[src/rtl/vsg_pkg.sv]
package vsg_pkg;

    typedef enum logic [1:0] {
        FLD_HALT = 2'd0,
        FLD_ODD  = 2'd1,
        FLD_EVEN = 2'd2
    } fld_state_e;

    localparam int STAT_W    = 12;
    localparam int BIT_ILACE = 3;
    localparam int BIT_EQ    = 4;
    localparam int BIT_RUN   = 10;

    localparam logic [2:0] PM_CB_CS_HG_VG = 3'b000;
    localparam logic [2:0] PM_VB_CS_HB_VG = 3'b001;
    localparam logic [2:0] PM_CB_VS_HG_HS = 3'b010;
    localparam logic [2:0] PM_VB_VS_HB_HS = 3'b011;
    localparam logic [2:0] PM_CB_CS_CU_VI = 3'b100;
    localparam logic [2:0] PM_VB_VS_CU_VI = 3'b101;
    localparam logic [2:0] PM_CB_CS_HB_HS = 3'b110;
    localparam logic [2:0] PM_VB_CS_HG_VI = 3'b111;

    localparam int NPINS = 4;

endpackage

[src/rtl/vsg_line_timer.sv]
module vsg_line_timer #(
    parameter int CW = 12
) (
    input  logic          clk,
    input  logic          clr,
    input  logic          run,
    input  logic [CW-1:0] h_total,
    input  logic [CW-1:0] hbl_start,
    input  logic [CW-1:0] hbl_end,
    input  logic [CW-1:0] hsy_start,
    input  logic [CW-1:0] hsy_end,
    input  logic [CW-1:0] hgt_start,
    input  logic [CW-1:0] hgt_end,
    output logic [CW-1:0] hcnt,
    output logic          line_end,
    output logic          mid_line,
    output logic          hblank,
    output logic          hsync,
    output logic          hgate,
    output logic          hsync_dbl,
    output logic          heq
);
    localparam logic [CW-1:0] ONE = CW'(1);

    logic [CW-1:0] half;
    logic [CW-1:0] hpos;
    logic [CW-1:0] eq_w;
    logic [CW:0]   eq_end;

    always_ff @(posedge clk or posedge clr) begin
        if (clr) begin
            hcnt <= ONE;
        end else if (!run || line_end) begin
            hcnt <= ONE;
        end else begin
            hcnt <= hcnt + ONE;
        end
    end

    always_comb begin
        half      = h_total >> 1;
        line_end  = run && (hcnt == h_total);
        mid_line  = run && (hcnt == half);
        hpos      = (hcnt > half) ? (hcnt - half) : hcnt;
        eq_w      = (hsy_end - hsy_start) >> 1;
        eq_end    = {1'b0, hsy_start} + {1'b0, eq_w};
        hblank    = (hcnt >= hbl_start) && (hcnt < hbl_end);
        hsync     = (hcnt >= hsy_start) && (hcnt < hsy_end);
        hgate     = (hcnt >= hgt_start) && (hcnt < hgt_end);
        hsync_dbl = (hpos >= hsy_start) && (hpos < hsy_end);
        heq       = (hpos >= hsy_start) && ({1'b0, hpos} < eq_end);
    end

endmodule

[src/rtl/vsg_field_ctl.sv]
module vsg_field_ctl
    import vsg_pkg::*;
#(
    parameter int CW       = 12,
    parameter int EQ_LINES = 3
) (
    input  logic          clk,
    input  logic          clr,
    input  logic          run_req,
    input  logic          ilace,
    input  logic          line_end,
    input  logic          mid_line,
    input  logic [CW-1:0] v_total,
    input  logic [CW-1:0] vbl_start,
    input  logic [CW-1:0] vbl_end,
    input  logic [CW-1:0] vsy_start,
    input  logic [CW-1:0] vsy_end,
    input  logic [CW-1:0] vgt_start,
    input  logic [CW-1:0] vgt_end,
    output fld_state_e    fst,
    output logic          vblank,
    output logic          vsync,
    output logic          vgate,
    output logic          vint,
    output logic          eq_band
);
    localparam logic [CW-1:0] ONE  = CW'(1);
    localparam logic [CW:0]   EQ_W = (CW+1)'(EQ_LINES);

    fld_state_e    fst_d;
    logic [CW-1:0] vcnt, vcnt_d;
    logic [CW-1:0] fline, fline_d;
    logic [CW:0]   fmid;
    logic          frame_end;
    logic          go_even;

    assign fmid      = ({1'b0, v_total} + (CW+1)'(1)) >> 1;
    assign frame_end = line_end && (vcnt == v_total);
    assign go_even   = ilace && ({1'b0, vcnt} == fmid) && mid_line;

    // state register
    always_ff @(posedge clk or posedge clr) begin
        if (clr) fst <= FLD_HALT;
        else     fst <= fst_d;
    end

    // next state and counter outputs
    always_comb begin
        fst_d   = fst;
        vcnt_d  = vcnt;
        fline_d = fline;
        unique case (fst)
            FLD_HALT: begin
                vcnt_d  = ONE;
                fline_d = ONE;
                if (run_req) fst_d = FLD_ODD;               // start
            end
            FLD_ODD: begin
                if (line_end) vcnt_d = frame_end ? ONE : vcnt + ONE;
                if (go_even)        fline_d = ONE;
                else if (frame_end) fline_d = ONE;
                else if (line_end)  fline_d = fline + ONE;
                if (!run_req)     fst_d = FLD_HALT;          // stop
                else if (go_even) fst_d = FLD_EVEN;          // mid-frame
            end
            FLD_EVEN: begin
                if (line_end) vcnt_d = frame_end ? ONE : vcnt + ONE;
                if (frame_end)     fline_d = ONE;
                else if (mid_line) fline_d = fline + ONE;
                if (!run_req)       fst_d = FLD_HALT;        // stop
                else if (!ilace)    fst_d = FLD_ODD;         // downgrade
                else if (frame_end) fst_d = FLD_ODD;         // wrap
            end
            default: fst_d = FLD_HALT;
        endcase
    end

    always_ff @(posedge clk or posedge clr) begin
        if (clr) begin
            vcnt  <= ONE;
            fline <= ONE;
        end else begin
            vcnt  <= vcnt_d;
            fline <= fline_d;
        end
    end

    always_comb begin
        vblank  = (fline >= vbl_start) && (fline < vbl_end);
        vsync   = (fline >= vsy_start) && (fline < vsy_end);
        vgate   = (fline >= vgt_start) && (fline < vgt_end);
        vint    = (fline == vbl_start);
        eq_band = (({1'b0, fline} + EQ_W >= {1'b0, vsy_start}) && (fline < vsy_start))
               || ((fline >= vsy_end) && ({1'b0, fline} < {1'b0, vsy_end} + EQ_W));
    end

endmodule

[src/rtl/vsg_out_stage.sv]
module vsg_out_stage
    import vsg_pkg::*;
(
    input  logic       clk,
    input  logic       clr,
    input  fld_state_e fst,
    input  logic [2:0] pin_mode,
    input  logic       eq_en,
    input  logic       hblank,
    input  logic       hsync,
    input  logic       hgate,
    input  logic       hsync_dbl,
    input  logic       heq,
    input  logic       vblank,
    input  logic       vsync,
    input  logic       vgate,
    input  logic       vint,
    input  logic       eq_band,
    output logic [NPINS-1:0] pins_q,
    output logic       field_q
);
    logic             cblank, csync, cursor;
    logic [NPINS-1:0] pins_d;

    always_comb begin
        cblank = hblank | vblank;
        if (!eq_en)      csync = hsync | vsync;
        else if (vsync)  csync = ~hsync_dbl;
        else if (eq_band) csync = heq;
        else             csync = hsync;
        cursor = hgate & vgate;
        // pins_d = {aux_v, aux_h, sync_vc, blank_vc}
        unique case (pin_mode)
            PM_CB_CS_HG_VG: pins_d = {vgate,  hgate,  csync, cblank};
            PM_VB_CS_HB_VG: pins_d = {vgate,  hblank, csync, vblank};
            PM_CB_VS_HG_HS: pins_d = {hsync,  hgate,  vsync, cblank};
            PM_VB_VS_HB_HS: pins_d = {hsync,  hblank, vsync, vblank};
            PM_CB_CS_CU_VI: pins_d = {vint,   cursor, csync, cblank};
            PM_VB_VS_CU_VI: pins_d = {vint,   cursor, vsync, vblank};
            PM_CB_CS_HB_HS: pins_d = {hsync,  hblank, csync, cblank};
            PM_VB_CS_HG_VI: pins_d = {vint,   hgate,  csync, vblank};
            default:        pins_d = '0;
        endcase
    end

    for (genvar i = 0; i < NPINS; i++) begin : g_pin
        always_ff @(posedge clk or posedge clr) begin
            if (clr)                 pins_q[i] <= 1'b0;
            else if (fst == FLD_HALT) pins_q[i] <= 1'b0;
            else                     pins_q[i] <= pins_d[i];
        end
    end

    always_ff @(posedge clk or posedge clr) begin
        if (clr) field_q <= 1'b1;
        else     field_q <= (fst != FLD_EVEN);
    end

endmodule

[src/rtl/vidsync_gen.sv]
module vidsync_gen
    import vsg_pkg::*;
#(
    parameter int CW       = 12,
    parameter int EQ_LINES = 3
) (
    input  logic              clk,
    input  logic              clr,
    input  logic [STAT_W-1:0] stat,
    input  logic [CW-1:0]     h_total,
    input  logic [CW-1:0]     hbl_start,
    input  logic [CW-1:0]     hbl_end,
    input  logic [CW-1:0]     hsy_start,
    input  logic [CW-1:0]     hsy_end,
    input  logic [CW-1:0]     hgt_start,
    input  logic [CW-1:0]     hgt_end,
    input  logic [CW-1:0]     v_total,
    input  logic [CW-1:0]     vbl_start,
    input  logic [CW-1:0]     vbl_end,
    input  logic [CW-1:0]     vsy_start,
    input  logic [CW-1:0]     vsy_end,
    input  logic [CW-1:0]     vgt_start,
    input  logic [CW-1:0]     vgt_end,
    output logic              blank_vc,
    output logic              sync_vc,
    output logic              aux_h,
    output logic              aux_v,
    output logic              field_odd
);
    fld_state_e       fst;
    logic [CW-1:0]    hcnt;
    logic             run;
    logic             line_end, mid_line;
    logic             hblank, hsync, hgate, hsync_dbl, heq;
    logic             vblank, vsync, vgate, vint, eq_band;
    logic [NPINS-1:0] pins_q;

    assign run = (fst != FLD_HALT);

    vsg_line_timer #(.CW(CW)) u_line (
        .clk(clk), .clr(clr), .run(run), .h_total(h_total),
        .hbl_start(hbl_start), .hbl_end(hbl_end),
        .hsy_start(hsy_start), .hsy_end(hsy_end),
        .hgt_start(hgt_start), .hgt_end(hgt_end),
        .hcnt(hcnt), .line_end(line_end), .mid_line(mid_line),
        .hblank(hblank), .hsync(hsync), .hgate(hgate),
        .hsync_dbl(hsync_dbl), .heq(heq)
    );

    vsg_field_ctl #(.CW(CW), .EQ_LINES(EQ_LINES)) u_field (
        .clk(clk), .clr(clr), .run_req(stat[BIT_RUN]), .ilace(stat[BIT_ILACE]),
        .line_end(line_end), .mid_line(mid_line), .v_total(v_total),
        .vbl_start(vbl_start), .vbl_end(vbl_end),
        .vsy_start(vsy_start), .vsy_end(vsy_end),
        .vgt_start(vgt_start), .vgt_end(vgt_end),
        .fst(fst), .vblank(vblank), .vsync(vsync), .vgate(vgate),
        .vint(vint), .eq_band(eq_band)
    );

    vsg_out_stage u_out (
        .clk(clk), .clr(clr), .fst(fst), .pin_mode(stat[2:0]), .eq_en(stat[BIT_EQ]),
        .hblank(hblank), .hsync(hsync), .hgate(hgate), .hsync_dbl(hsync_dbl),
        .heq(heq), .vblank(vblank), .vsync(vsync), .vgate(vgate), .vint(vint),
        .eq_band(eq_band), .pins_q(pins_q), .field_q(field_odd)
    );

    assign blank_vc = pins_q[0];
    assign sync_vc  = pins_q[1];
    assign aux_h    = pins_q[2];
    assign aux_v    = pins_q[3];

endmodule

[config.mk]
export PLATFORM = sky130hd
export DESIGN_NAME = vidsync_gen
export DESIGN_NICKNAME = d
export VERILOG_FILES = /design/src/rtl/vsg_pkg.sv /design/src/rtl/vsg_line_timer.sv /design/src/rtl/vsg_field_ctl.sv /design/src/rtl/vsg_out_stage.sv /design/src/rtl/vidsync_gen.sv
export SDC_FILE = /design/constraint.sdc
export NUM_CORES = 1
export LEC_CHECK = 0
export ABC_AREA = 1
export CAP_MARGIN = 10
export CELL_PAD_IN_SITES_DETAIL_PLACEMENT = 1
export CELL_PAD_IN_SITES_GLOBAL_PLACEMENT = 2
export CORE_MARGIN = 1.5
export CORE_UTILIZATION = 25
export DETAILED_ROUTE_END_ITERATION = 8
export GPL_ROUTABILITY_DRIVEN = 0
export HOLD_SLACK_MARGIN = 0.08
export PLACE_DENSITY = 0.72
export RECOVER_POWER = 100
export SLEW_MARGIN = 40
export SYNTH_ARGS = -nofsm -noshare
export SYNTH_HDL_FRONTEND = slang
export SYNTH_SLANG_ARGS = --single-unit
[constraint.sdc]
create_clock -name clk -period 8.7 [get_ports clk]
set_clock_uncertainty 0.15 [all_clocks]
set_input_delay 1.74 -clock clk [delete_from_list [all_inputs] [get_ports clk]]
set_output_delay 1.74 -clock clk [all_outputs]
set_load 0.01 [all_outputs]
==> summary.md <==
| Metric | Value |
|---|---|
| Hold_buf cts | 0 |
| CP required | between 8 and 9 ns |
| CTS Sinks | 43 |
| FF-to-FF Start | u_line.hcnt[0]$_DFF_PP1_ |
| Vias | ~11,000 |
| Initial antenna violation count | 1 |
| Most instantiated library cell after synthesis | nand2_1 |
| Unique cell type count in the Yosys netlist | 49 |
| Synthesized area per cell | 6.438 um^2 |
| Synth top cells by count | 373 x nand2_1, 278 x inv_1, 242 x ha_1 |
| Slowest cell on crit path | dlygate4sd3_1 |
| Hold Vio Cnt, Final | 0 |
| Area growth syn-to-layout | 25.04% |
| Fmax | 163.9 MHz |
| Synth Net Count | approximately 2,000 |
| Clk slew on worst S/H paths | around 0.070 ns |
| IO buf count | 180 |
| Synth area leader | ha_1 |
| Area of the core | 40,650 um^2 |
| # setup viols final | 0 |
| Total gr overflow | 0 |
| HP Class | flop to flop |
| Largest family of logic cells by synthesized area | adder cells |
| Starting density of the core | around a quarter |
| Post-synth EDFFs | 0 |
| Cells after Synth | 1,595 |
| Startpoint Class | input port |
| Slew Viols, Final | 60 |
| CTS Buffer Depth | 2 |
| Cell mode on critical path | nand2_1 |
| Fin Hold WS | roughly 0.35 ns |
| Drt first pass iters | 4 |
| Top cells by area, synth | ha_1 29%, nand2_1 14%, inv_1 10% |
| Rel. slew slack | -43.00% |
| Xor/xnor cell area share of the yosys netlist | under 10% |
| Post-synthesis compound-gate area fraction | a little over an eighth |
| Post-route DRC | 0 |
| Post-CTS sizing | 0 |
| Mapped Area | between 10,000 and 15,000 um^2 |
| Synth warnings | 0 |
| Share of layout cells above drive strength 1 | approximately 2.1% |
| DPL Wire Length | ~31,000 um |
| TritonCTS clock tree | done |
| Launch point of the worst path | hsy_start[0] |
| Mux cell area share after synthesis | 0% |
| Final Net Count | between 2,000 and 2,500 |
| IO Count | about 190 |
| Post-synth top area share | between 20% and 30% |
| Top Family by Delay on Critical Path | compound AO/OA/AOI/OAI gates |
| H-Tree Depth | 2 |
| CP arrival | approximately 6.2 ns |
| Post-Synth Simple-Gate Area | 28.83% |
| Routed WL | around 37,000 um |
| First-pass GRT wire length | approximately 59,000 um |
| Power Density | about 110 nW/um^2 |
| Asr flop ratio synth | 100.0% |
| Failing checks | max-capacitance violations, max-slew violations |
| Largest net degree at the start of global routing | between 40 and 50 |
| Clk Latency, worst-skew pair | 0.29 ns |
| Maxcap violations | 2 |
| Total GRT Usage | approximately 18% |
| Buf+Inv Stages, Crit Path | 4 |
| DR vias/cell | between 4 and 5 |
| Hold Crit Start | u_field.vcnt[0]$_DFFE_PP1P_ |
| Die height | roughly 210 um |
| Crit share post-route | 70.14% |
| Root buf cell | clkbuf_16 |
| Max incr delay on CP | ~0.65 ns |
| Critical Path End Type | flop |
| Most used DFF post-synth | dfrtp_1 |
| Worst-margin pin slew | between 2 and 2.5 ns |
| Synth Register Bits | 43 |
| Sequential share of the synthesized area | around a tenth |
| Core Rows | 74 |
| Floorplan die width | about 210 um |
| Min Tclk post-route | 6.102 ns |
| Pleak | 6.769 nW |
| Max IR drop VDD | 0.08579 mV |
| Adder-cell share of the synthesized area | approximately 30% |
| Type of the worst setup path | input port to flop |
| Num CTS Buffers | 5 |
| Die area | 42,300 um^2 |
| Antenna Nets Post-Route | 0 |
| Routed wire per std cell | approximately 16 um |
| RSZ-0062 raised after global routing | false |
| Setup repair bufs after CTS | 0 |
| Total negative slack | 0 ns |
| Crit path max fanout | 4 |
| Initial DRC Count | 270 |
| Vias in the first global route | 11,389 |
| Outcome | finished, violations left |
-- registers in the layout, indices dropped and copies added (netlist names) --
signal	flops
u_field.fline	12
u_out.field_q	1
u_out.pins_q	4
u_line.hcnt	12
u_field.vcnt	12
u_field.fst	2
-- power by group --
| group | internal, mW | switching, mW |
|---|---|---|
| clock network | 0.143 | 0.0872 |
| logic | 0.329 | 0.531 |
| registers | 0.223 | 0.0417 |
| total | 0.695 | 0.660 |
-- worst paths after layout --
kind,end,slack [ns],cells after the start
min in group asynchronous,u_field.fline[11]$_DFFE_PP0P_,2.31,2
max in group asynchronous,u_line.hcnt[3]$_DFF_PP0_,5.12,2
worst max register to register,u_out.pins_q[1]$_DFF_PP0_,3.87,24
worst min-delay path,u_field.vcnt[0]$_DFFE_PP1P_,0.35,2
worst min register to register,u_field.vcnt[0]$_DFFE_PP1P_,0.35,2
worst max-delay path,u_out.pins_q[1]$_DFF_PP0_,2.60,30
-- cells by family after synthesis --
kind of cell,count (synthesis)
AOI/OAI and AO/OA,257
xor gates and xnor gates,72
adders and majority gates,245
buffers and inverters,292
and+or+nand+nor,686
DFF,43
-- stage by stage --
stage / util [%] / instances / area (um^2) / total power [mW] / setup WS [ns]
global route: 31.57 / 2306 / 12830 / 1.512 / 2.106
detailed placement: 31.25 / 2298 / 12700 / 1.159 / 2.318
global placement: 31.24 / 2298 / 12700 / 1.132 / 2.314
CTS: 31.68 / 2306 / 12880 / 1.399 / 2.616
floorplan: - / 1595 / 10270 / 0.8383 / 3.502
finish: 31.59 / 2309 / 12840 / 1.355 / 2.598
-- layer usage --
metal	routed length [um]	GRT usage, %	up-vias	share of wire, %
met1	17550	22.78	5030	48
met5	11	0	-	0.030
li1	-	-	5629	-
met4	298	2.268	2	0.81
met3	1216	1.251	18	3.3
met2	17750	32.38	142	48
-- worst reg2reg max path: cells and delay by family (launching register included) --
family,cells,cell delay (ns)
and+or+nand+nor,14,1.97
adders and majority gates,3,0.79
DFF,1,0.60
AOI/OAI and AO/OA,4,0.55
xor gates and xnor gates,1,0.37
buffers and inverters,2,0.29
-- layout make-up --
type	instances	area (um^2)
diodes	3	7.507
clock buffers	6	138.9
clock inverters	2	35.03
fillers	5140	27810
inverters	281	1057
multi-input cells	1260	8038
flip-flops and latches	43	1081
well taps	532	665.6
repair buffers	182	1817
-- placed cells by master (no fill, tap or decap), types with 2 or more instances in the layout --
cell             count
nand3_1             92
xnor2_1             18
a21oi_1            140
nor2_4               2
nand4_1             33
o21ai_0             65
nand4_2              2
xor2_1              54
clkdlybuf4s50_1    168
nor2_2               5
o21ai_1              2
a31oi_1              8
clkinvlp_2           2
o22ai_1              9
or2_2                6
nand3b_1             3
dfrtp_1             39
inv_2                2
nor2_1             132
and3_1               2
buf_4                2
diode_2              3
inv_1              277
fa_1                 3
ha_1               242
a22oi_1              2
dlygate4sd3_1       12
o211ai_1             6
nor4_1               5
a21o_1               4
nor3b_1              4
nor3_1              20
a211oi_1             4
and2_1               2
o21a_1               9
nand2_1            375
dfstp_2              4
clkbuf_16            5
Note: power is estimated with default switching activity, not from simulation.
